<file path="src/rtl/srf_pkg.sv">
// Package srf_pkg
// Shared defaults for the speculative/committed register file pair.
// Assumes: register count is a power of two, at least 2.
package srf_pkg;
    parameter int SRF_NUM_REGS = 32;
    parameter int SRF_DATA_W   = 32;
endpackage

</file>
<file path="src/rtl/srf_commit_file.sv">
// Module srf_commit_file
// Holds committed (architectural) state. It is written only by in-order
// commit writes and is read only as the source of a rollback. It also
// exports the value each register will take after this cycle's commit,
// so that a rollback in the same cycle copies the updated value.
// Assumes: cm_idx_i is below NUM_REGS whenever cm_valid_i is high.
module srf_commit_file #(
    parameter int NUM_REGS = srf_pkg::SRF_NUM_REGS,
    parameter int DATA_W   = srf_pkg::SRF_DATA_W,
    localparam int IDX_W   = $clog2(NUM_REGS)
) (
    input  logic                             clk,
    input  logic                             rst_n,
    input  logic                             cm_valid_i,
    input  logic [IDX_W-1:0]                 cm_idx_i,
    input  logic [DATA_W-1:0]                cm_value_i,
    output logic [NUM_REGS-1:0][DATA_W-1:0]  arch_next_o
);
    logic [NUM_REGS-1:0][DATA_W-1:0] arch_q;

    // Entry 0 is constant zero; every other entry has its own write enable.
    for (genvar g = 0; g < NUM_REGS; g++) begin : g_entry
        if (g == 0) begin : g_zero
            assign arch_q[g]      = '0;
            assign arch_next_o[g] = '0;
        end else begin : g_reg
            logic hit;
            // Decode whether this cycle's commit targets this entry.
            always_comb hit = cm_valid_i && (cm_idx_i == IDX_W'(g));
            // Value after this cycle's commit, used by rollback.
            always_comb arch_next_o[g] = hit ? cm_value_i : arch_q[g];
            // Committed register storage with synchronous clear.
            always_ff @(posedge clk) begin
                if (!rst_n) arch_q[g] <= '0;
                else        arch_q[g] <= arch_next_o[g];
            end
        end
    end

    // with no commit, the committed state does not move.
    assert_commit_idle_stable_R10: assert property (@(posedge clk) disable iff (!rst_n)
        !cm_valid_i |=> $stable(arch_q));

    // a commit to a nonzero index lands in that entry.
    assert_commit_lands_R10: assert property (@(posedge clk) disable iff (!rst_n)
        (cm_valid_i && cm_idx_i != '0) |=> arch_q[$past(cm_idx_i)] == $past(cm_value_i));
endmodule

</file>
<file path="src/rtl/srf_spec_file.sv">
// Module srf_spec_file
// Holds speculative state. Out-of-order writebacks land here. A rollback
// overwrites every entry at once from the restore vector, and it takes
// priority over a writeback in the same cycle.
// Assumes: wb_idx_i is below NUM_REGS whenever wb_valid_i is high.
module srf_spec_file #(
    parameter int NUM_REGS = srf_pkg::SRF_NUM_REGS,
    parameter int DATA_W   = srf_pkg::SRF_DATA_W,
    localparam int IDX_W   = $clog2(NUM_REGS)
) (
    input  logic                             clk,
    input  logic                             rst_n,
    input  logic                             wb_valid_i,
    input  logic [IDX_W-1:0]                 wb_idx_i,
    input  logic [DATA_W-1:0]                wb_value_i,
    input  logic                             rollback_i,
    input  logic [NUM_REGS-1:0][DATA_W-1:0]  restore_i,
    output logic [NUM_REGS-1:0][DATA_W-1:0]  spec_o
);
    logic [NUM_REGS-1:0][DATA_W-1:0] spec_q;

    // Entry 0 is constant zero; the others pick rollback, writeback or hold.
    for (genvar g = 0; g < NUM_REGS; g++) begin : g_entry
        if (g == 0) begin : g_zero
            assign spec_q[g] = '0;
        end else begin : g_reg
            logic wr_hit;
            // Decode whether this cycle's writeback targets this entry.
            always_comb wr_hit = wb_valid_i && (wb_idx_i == IDX_W'(g));
            // Speculative register: rollback first, then writeback.
            always_ff @(posedge clk) begin
                if (!rst_n)          spec_q[g] <= '0;
                else if (rollback_i) spec_q[g] <= restore_i[g];
                else if (wr_hit)     spec_q[g] <= wb_value_i;
            end
        end
    end

    assign spec_o = spec_q;

    // after a rollback the whole file equals the restore image.
    assert_rollback_copies_R7: assert property (@(posedge clk) disable iff (!rst_n)
        rollback_i |=> spec_q == $past(restore_i));

    // a writeback without rollback lands in its entry.
    assert_writeback_lands_R2: assert property (@(posedge clk) disable iff (!rst_n)
        (wb_valid_i && !rollback_i && wb_idx_i != '0)
            |=> spec_q[$past(wb_idx_i)] == $past(wb_value_i));
endmodule

</file>
<file path="src/rtl/srf_read_port.sv">
// Module srf_read_port
// One combinational read port on the speculative file. It forwards a
// same-cycle writeback unless a rollback is also asserted, and it returns
// zero for index 0.
// Assumes: rd_idx_i is below NUM_REGS.
module srf_read_port #(
    parameter int NUM_REGS = srf_pkg::SRF_NUM_REGS,
    parameter int DATA_W   = srf_pkg::SRF_DATA_W,
    localparam int IDX_W   = $clog2(NUM_REGS)
) (
    input  logic                             clk,
    input  logic                             rst_n,
    input  logic [NUM_REGS-1:0][DATA_W-1:0]  spec_i,
    input  logic [IDX_W-1:0]                 rd_idx_i,
    input  logic                             wb_valid_i,
    input  logic [IDX_W-1:0]                 wb_idx_i,
    input  logic [DATA_W-1:0]                wb_value_i,
    input  logic                             rollback_i,
    output logic [DATA_W-1:0]                rd_value_o
);
    logic fwd;

    // Decide whether this cycle's writeback bypasses the stored value.
    always_comb fwd = wb_valid_i && !rollback_i && (wb_idx_i == rd_idx_i);

    // Select zero, forwarded data or stored data.
    always_comb begin
        if (rd_idx_i == '0) rd_value_o = '0;
        else if (fwd)       rd_value_o = wb_value_i;
        else                rd_value_o = spec_i[rd_idx_i];
    end

    // index 0 always reads zero.
    assert_zero_reg_R5: assert property (@(posedge clk) disable iff (!rst_n)
        rd_idx_i == '0 |-> rd_value_o == '0);
endmodule

</file>
<file path="src/rtl/spec_commit_regfile.sv">
// Module spec_commit_regfile
// Top level of the speculative/committed register file pair: two read
// ports and one writeback port on the speculative file, one commit port
// on the committed file, and a rollback strobe that restores the
// speculative file from committed state in one cycle.
// Assumes: synchronous active-low reset; all indices are in range.
module spec_commit_regfile #(
    parameter int NUM_REGS = srf_pkg::SRF_NUM_REGS,
    parameter int DATA_W   = srf_pkg::SRF_DATA_W,
    localparam int IDX_W   = $clog2(NUM_REGS),
    localparam int NUM_RD  = 2
) (
    input  logic              clk,
    input  logic              rst_n,
    input  logic [IDX_W-1:0]  rd_a_idx,
    output logic [DATA_W-1:0] rd_a_value,
    input  logic [IDX_W-1:0]  rd_b_idx,
    output logic [DATA_W-1:0] rd_b_value,
    input  logic              wb_valid,
    input  logic [IDX_W-1:0]  wb_idx,
    input  logic [DATA_W-1:0] wb_value,
    input  logic              cm_valid,
    input  logic [IDX_W-1:0]  cm_idx,
    input  logic [DATA_W-1:0] cm_value,
    input  logic              rollback
);
    logic [NUM_REGS-1:0][DATA_W-1:0] arch_next;
    logic [NUM_REGS-1:0][DATA_W-1:0] spec_vals;
    logic [NUM_RD-1:0][IDX_W-1:0]    rd_idx;
    logic [NUM_RD-1:0][DATA_W-1:0]   rd_val;

    // Gather the read port indices and spread out the results.
    always_comb begin
        rd_idx[0]  = rd_a_idx;
        rd_idx[1]  = rd_b_idx;
        rd_a_value = rd_val[0];
        rd_b_value = rd_val[1];
    end

    srf_commit_file #(.NUM_REGS(NUM_REGS), .DATA_W(DATA_W)) commit_file_i (
        .clk         (clk),
        .rst_n       (rst_n),
        .cm_valid_i  (cm_valid),
        .cm_idx_i    (cm_idx),
        .cm_value_i  (cm_value),
        .arch_next_o (arch_next)
    );

    srf_spec_file #(.NUM_REGS(NUM_REGS), .DATA_W(DATA_W)) spec_file_i (
        .clk        (clk),
        .rst_n      (rst_n),
        .wb_valid_i (wb_valid),
        .wb_idx_i   (wb_idx),
        .wb_value_i (wb_value),
        .rollback_i (rollback),
        .restore_i  (arch_next),
        .spec_o     (spec_vals)
    );

    for (genvar p = 0; p < NUM_RD; p++) begin : g_rd
        srf_read_port #(.NUM_REGS(NUM_REGS), .DATA_W(DATA_W)) port_i (
            .clk        (clk),
            .rst_n      (rst_n),
            .spec_i     (spec_vals),
            .rd_idx_i   (rd_idx[p]),
            .wb_valid_i (wb_valid),
            .wb_idx_i   (wb_idx),
            .wb_value_i (wb_value),
            .rollback_i (rollback),
            .rd_value_o (rd_val[p])
        );
    end

    // a live writeback to the index port A reads is forwarded to it.
    assert_forward_a_R4: assert property (@(posedge clk) disable iff (!rst_n)
        (wb_valid && !rollback && wb_idx == rd_a_idx && rd_a_idx != '0)
            |-> rd_a_value == wb_value);

    // a writeback that coincides with a rollback leaves no trace in storage.
    assert_rollback_beats_wb_R8: assert property (@(posedge clk) disable iff (!rst_n)
        (rollback && wb_valid && wb_idx != '0)
            |=> spec_vals[$past(wb_idx)] == $past(arch_next[wb_idx]));
endmodule

</file>
<file path="config.mk">
export PLATFORM = sky130hd
export DESIGN_NAME = spec_commit_regfile
export DESIGN_NICKNAME = d
export VERILOG_FILES = /design/src/rtl/srf_pkg.sv /design/src/rtl/srf_commit_file.sv /design/src/rtl/srf_spec_file.sv /design/src/rtl/srf_read_port.sv /design/src/rtl/spec_commit_regfile.sv
export SDC_FILE = /design/constraint.sdc
export NUM_CORES = 2
export LEC_CHECK = 0
export BUFFER_PORTS_ARGS = -buffer_cell sky130_fd_sc_hd__buf_2
export CAP_MARGIN = 20
export CORE_MARGIN = 8
export CORE_UTILIZATION = 45
export DETAILED_ROUTE_END_ITERATION = 8
export PLACE_DENSITY = 0.59
export SYNTH_ARGS = -nofsm -noshare
export SYNTH_HDL_FRONTEND = slang
export SYNTH_HIERARCHICAL = 1
export SYNTH_SLANG_ARGS = --single-unit
</file>
<file path="constraint.sdc">
create_clock -name clk -period 2.8 [get_ports clk]
set_input_delay 0.42 -clock clk [delete_from_list [all_inputs] [get_ports clk]]
set_output_delay 0.42 -clock clk [all_outputs]
set_load 0.01 [all_outputs]
</file>
==> flow_metrics.py <==
metrics = {
    "timing": {
        "whs_ns": 0.0855,
        "fin_ws_ns": -0.492,
        "rsz0062_at_grt": "true",
        "fmax_mhz": 304,
        "fin_crit_ns": 3.29,
        "skew_ns": 0.0307,
        "timing.final.crit_share_pct": 118,
        "relSlewSlack_pct": 25.9,
        "drv_slew": 0,
        "finalSetupViolCount": 56,
        "hold_viol": 0,
        "tightest_slew_ns": 1.11,
    },
    "final_layout": {
        "areaGrowthSynthToFinish_pct": 16.8,
        "drive_above_1_share_pct": 27.7,
        "fill_cells": 21500,
        "fin_nets": 11900,
        "final_cells": 15200,
    },
    "cts": {
        "cts.clk_slew.worst_paths_ns": 0.07,
        "max-clock-path-buffers": 3,
        "htree_levels": 4,
        "worstSkewPairLatency_ns": 0.89,
        "cts-root-buf": "clkbuf_16",
        "numCtsBuffers": 212,
        "cts_tree": "yes",
        "clock_sinks": 1984,
    },
    "die": {
        "fp.dieH_um": 511,
        "coreArea_sq_mm": 0.243,
        "die_area_sq_mm": 0.261,
        "die_x_um": 511,
        "io_pins": 153,
        "num_rows": 181,
        "start_util_pct": 45.3,
    },
    "critical_path": {
        "crit_arrival_ns": 2.87,
        "worst_setup_path_end_kind": "output port",
        "crit_end": "rd_a_value[18]",
        "r2r_end": "spec_file_i/spec_o[774]",
        "cp-startpoint": "spec_file_i/spec_o[946]",
        "worstSetupPathType": "flip-flop to output port",
        "reg2reg_from": "commit_file_i/arch_q[774]",
        "worstSetupStartpointType": "flip-flop",
        "r2r_setup_slack_ns": 1.70,
        "rr_worst_depth": 3,
        "cp.required_ns": 2.38,
        "cp_max_fo": 3,
    },
    "synth": {
        "yosys_warnings": 6,
        "avgSynthCellArea_sq_um": 9.17,
        "synth_cells": 12000,
        "synth.cell_area_sq_mm": 0.110,
    },
    "placement": {
        "finalWeightedCongestion": 0.965,
        "dp_hpwl_um": 300000,
        "dp_cells": 14700,
        "port_buffers": 152,
    },
    "power_and_ir_drop": {
        "cellPowerDensity_mw_per_mm2": 540,
        "ir_worst_vdd_uv": 609,
        "p_leak_nw": 53.0,
    },
    "run_status": {
        "violations": "setup timing",
        "outcome": "finished with violations",
    },
    "grt": {
        "grt_pass1_vias": 96800,
        "grt_max_degree": 163,
        "grt_antenna_before_repair": 49,
        "grt_pass1_wl_um": 677000,
        "grt_util_all_layers_pct": 34.1,
        "grt_overflow": 0,
    },
    "detailed_routing": {
        "viasPerCell": 6.66,
        "drcViolationCount": 0,
        "ant_nets": 0,
        "routed_wl_um": 475000,
        "wl_per_cell_um": 31.2,
        "drtIter0Drc": 14200,
        "vias": 101000,
        "dr.pass1.iters": 6,
    },
    "run": {
        "max-cap-violations": 0,
    },
    "hold_path": {
        "min_path_type": "primary input to flip-flop",
    },
}
## state kept, by name (all words and copies together) (netlist names)
signal                count
commit_file_i/arch_q    992
spec_file_i/spec_o      992
## through the flow
stage               power [W]  setup WS, ns  area (sq um)  TNS, ns  util [%]
finish                 0.0696        -0.492        129000   -11.05      52.9
global route           0.0712        -0.488        129000   -13.25      52.9
CTS                    0.0692        -0.530        128000   -13.80      52.4
detailed placement     0.0395        -0.970        118000   -82.60      48.6
global placement       0.0393        -0.955        118000   -66.94      48.6
floorplan              0.0355         0.416        110000        0         -
## worst max-delay path: stages, from the launching register on
cell and delay (ns):
dfxtp_2 0.33, mux4_2 0.49, mux2i_4 0.24, o22ai_2 0.13
a311oi_4 0.44, a211oi_2 0.19, buf_2 0.18
## per-layer routing
layer,wire length [um],vias to the layer above,global-route usage [%]
li1,-,43200,-
met1,184000,50100,43.9
met2,205000,6681,51.2
met3,53500,1415,8.17
met4,33100,10,22.0
met5,72,-,0
## layout by cell type (no fill, tap or decap), types with 222 or more instances in the layout
| cell type | count |
|---|---|
| clkbuf_16 | 222 |
| mux2i_1 | 1193 |
| o21ai_0 | 1955 |
| buf_12 | 295 |
| a21oi_1 | 1991 |
| dfxtp_1 | 1812 |
| mux4_2 | 416 |
| nand2_1 | 1083 |
| mux2_2 | 830 |
| buf_4 | 553 |
## where the power goes
part / total (W) / internal (W) / leakage, nW / switching, W
logic: 0.0101 / 0.00381 / 33.2 / 0.00626
clock network: 0.0297 / 0.0173 / 3.58 / 0.0125
registers: 0.0298 / 0.0291 / 16.2 / 0.000666
## repair_timing
item                                    CTS  global route
gates cloned                              7             3
buffers inserted                         33            20
hold buffers                              2             0
pin swaps                               202           112
endpoints found under the setup margin   64            64
hold endpoints to repair                 14             0
resized for setup                       435           189
## layout make-up
class	count	area, sq um	share of cell area, %
clock inverter	60	786	0.610
inverter	7	33.8	0.0262
timing repair buffer	1035	11800	9.17
tap	3202	4010	3.11
sequential	1984	39900	31.0
multi-input combinational	8531	65500	50.9
antenna	85	213	0.165
clock buffer	322	6450	5.01
## worst min path at each step
stage                                     startpoint  cells after the start  slack, ns                    endpoint
after floorplan           commit_file_i/arch_q[1000]                      2       0.43  commit_file_i/arch_q[1000]
after global placement     commit_file_i/arch_q[502]                      2       0.44   commit_file_i/arch_q[502]
after detailed placement   commit_file_i/arch_q[746]                      2       0.45   commit_file_i/arch_q[746]
after CTS                               wb_value[24]                      4       0.03     spec_file_i/spec_o[248]
after global routing                    wb_value[24]                      4        0.1     spec_file_i/spec_o[248]
final                                   wb_value[24]                      4       0.09     spec_file_i/spec_o[248]
Note: power is estimated with default switching activity, not from simulation.
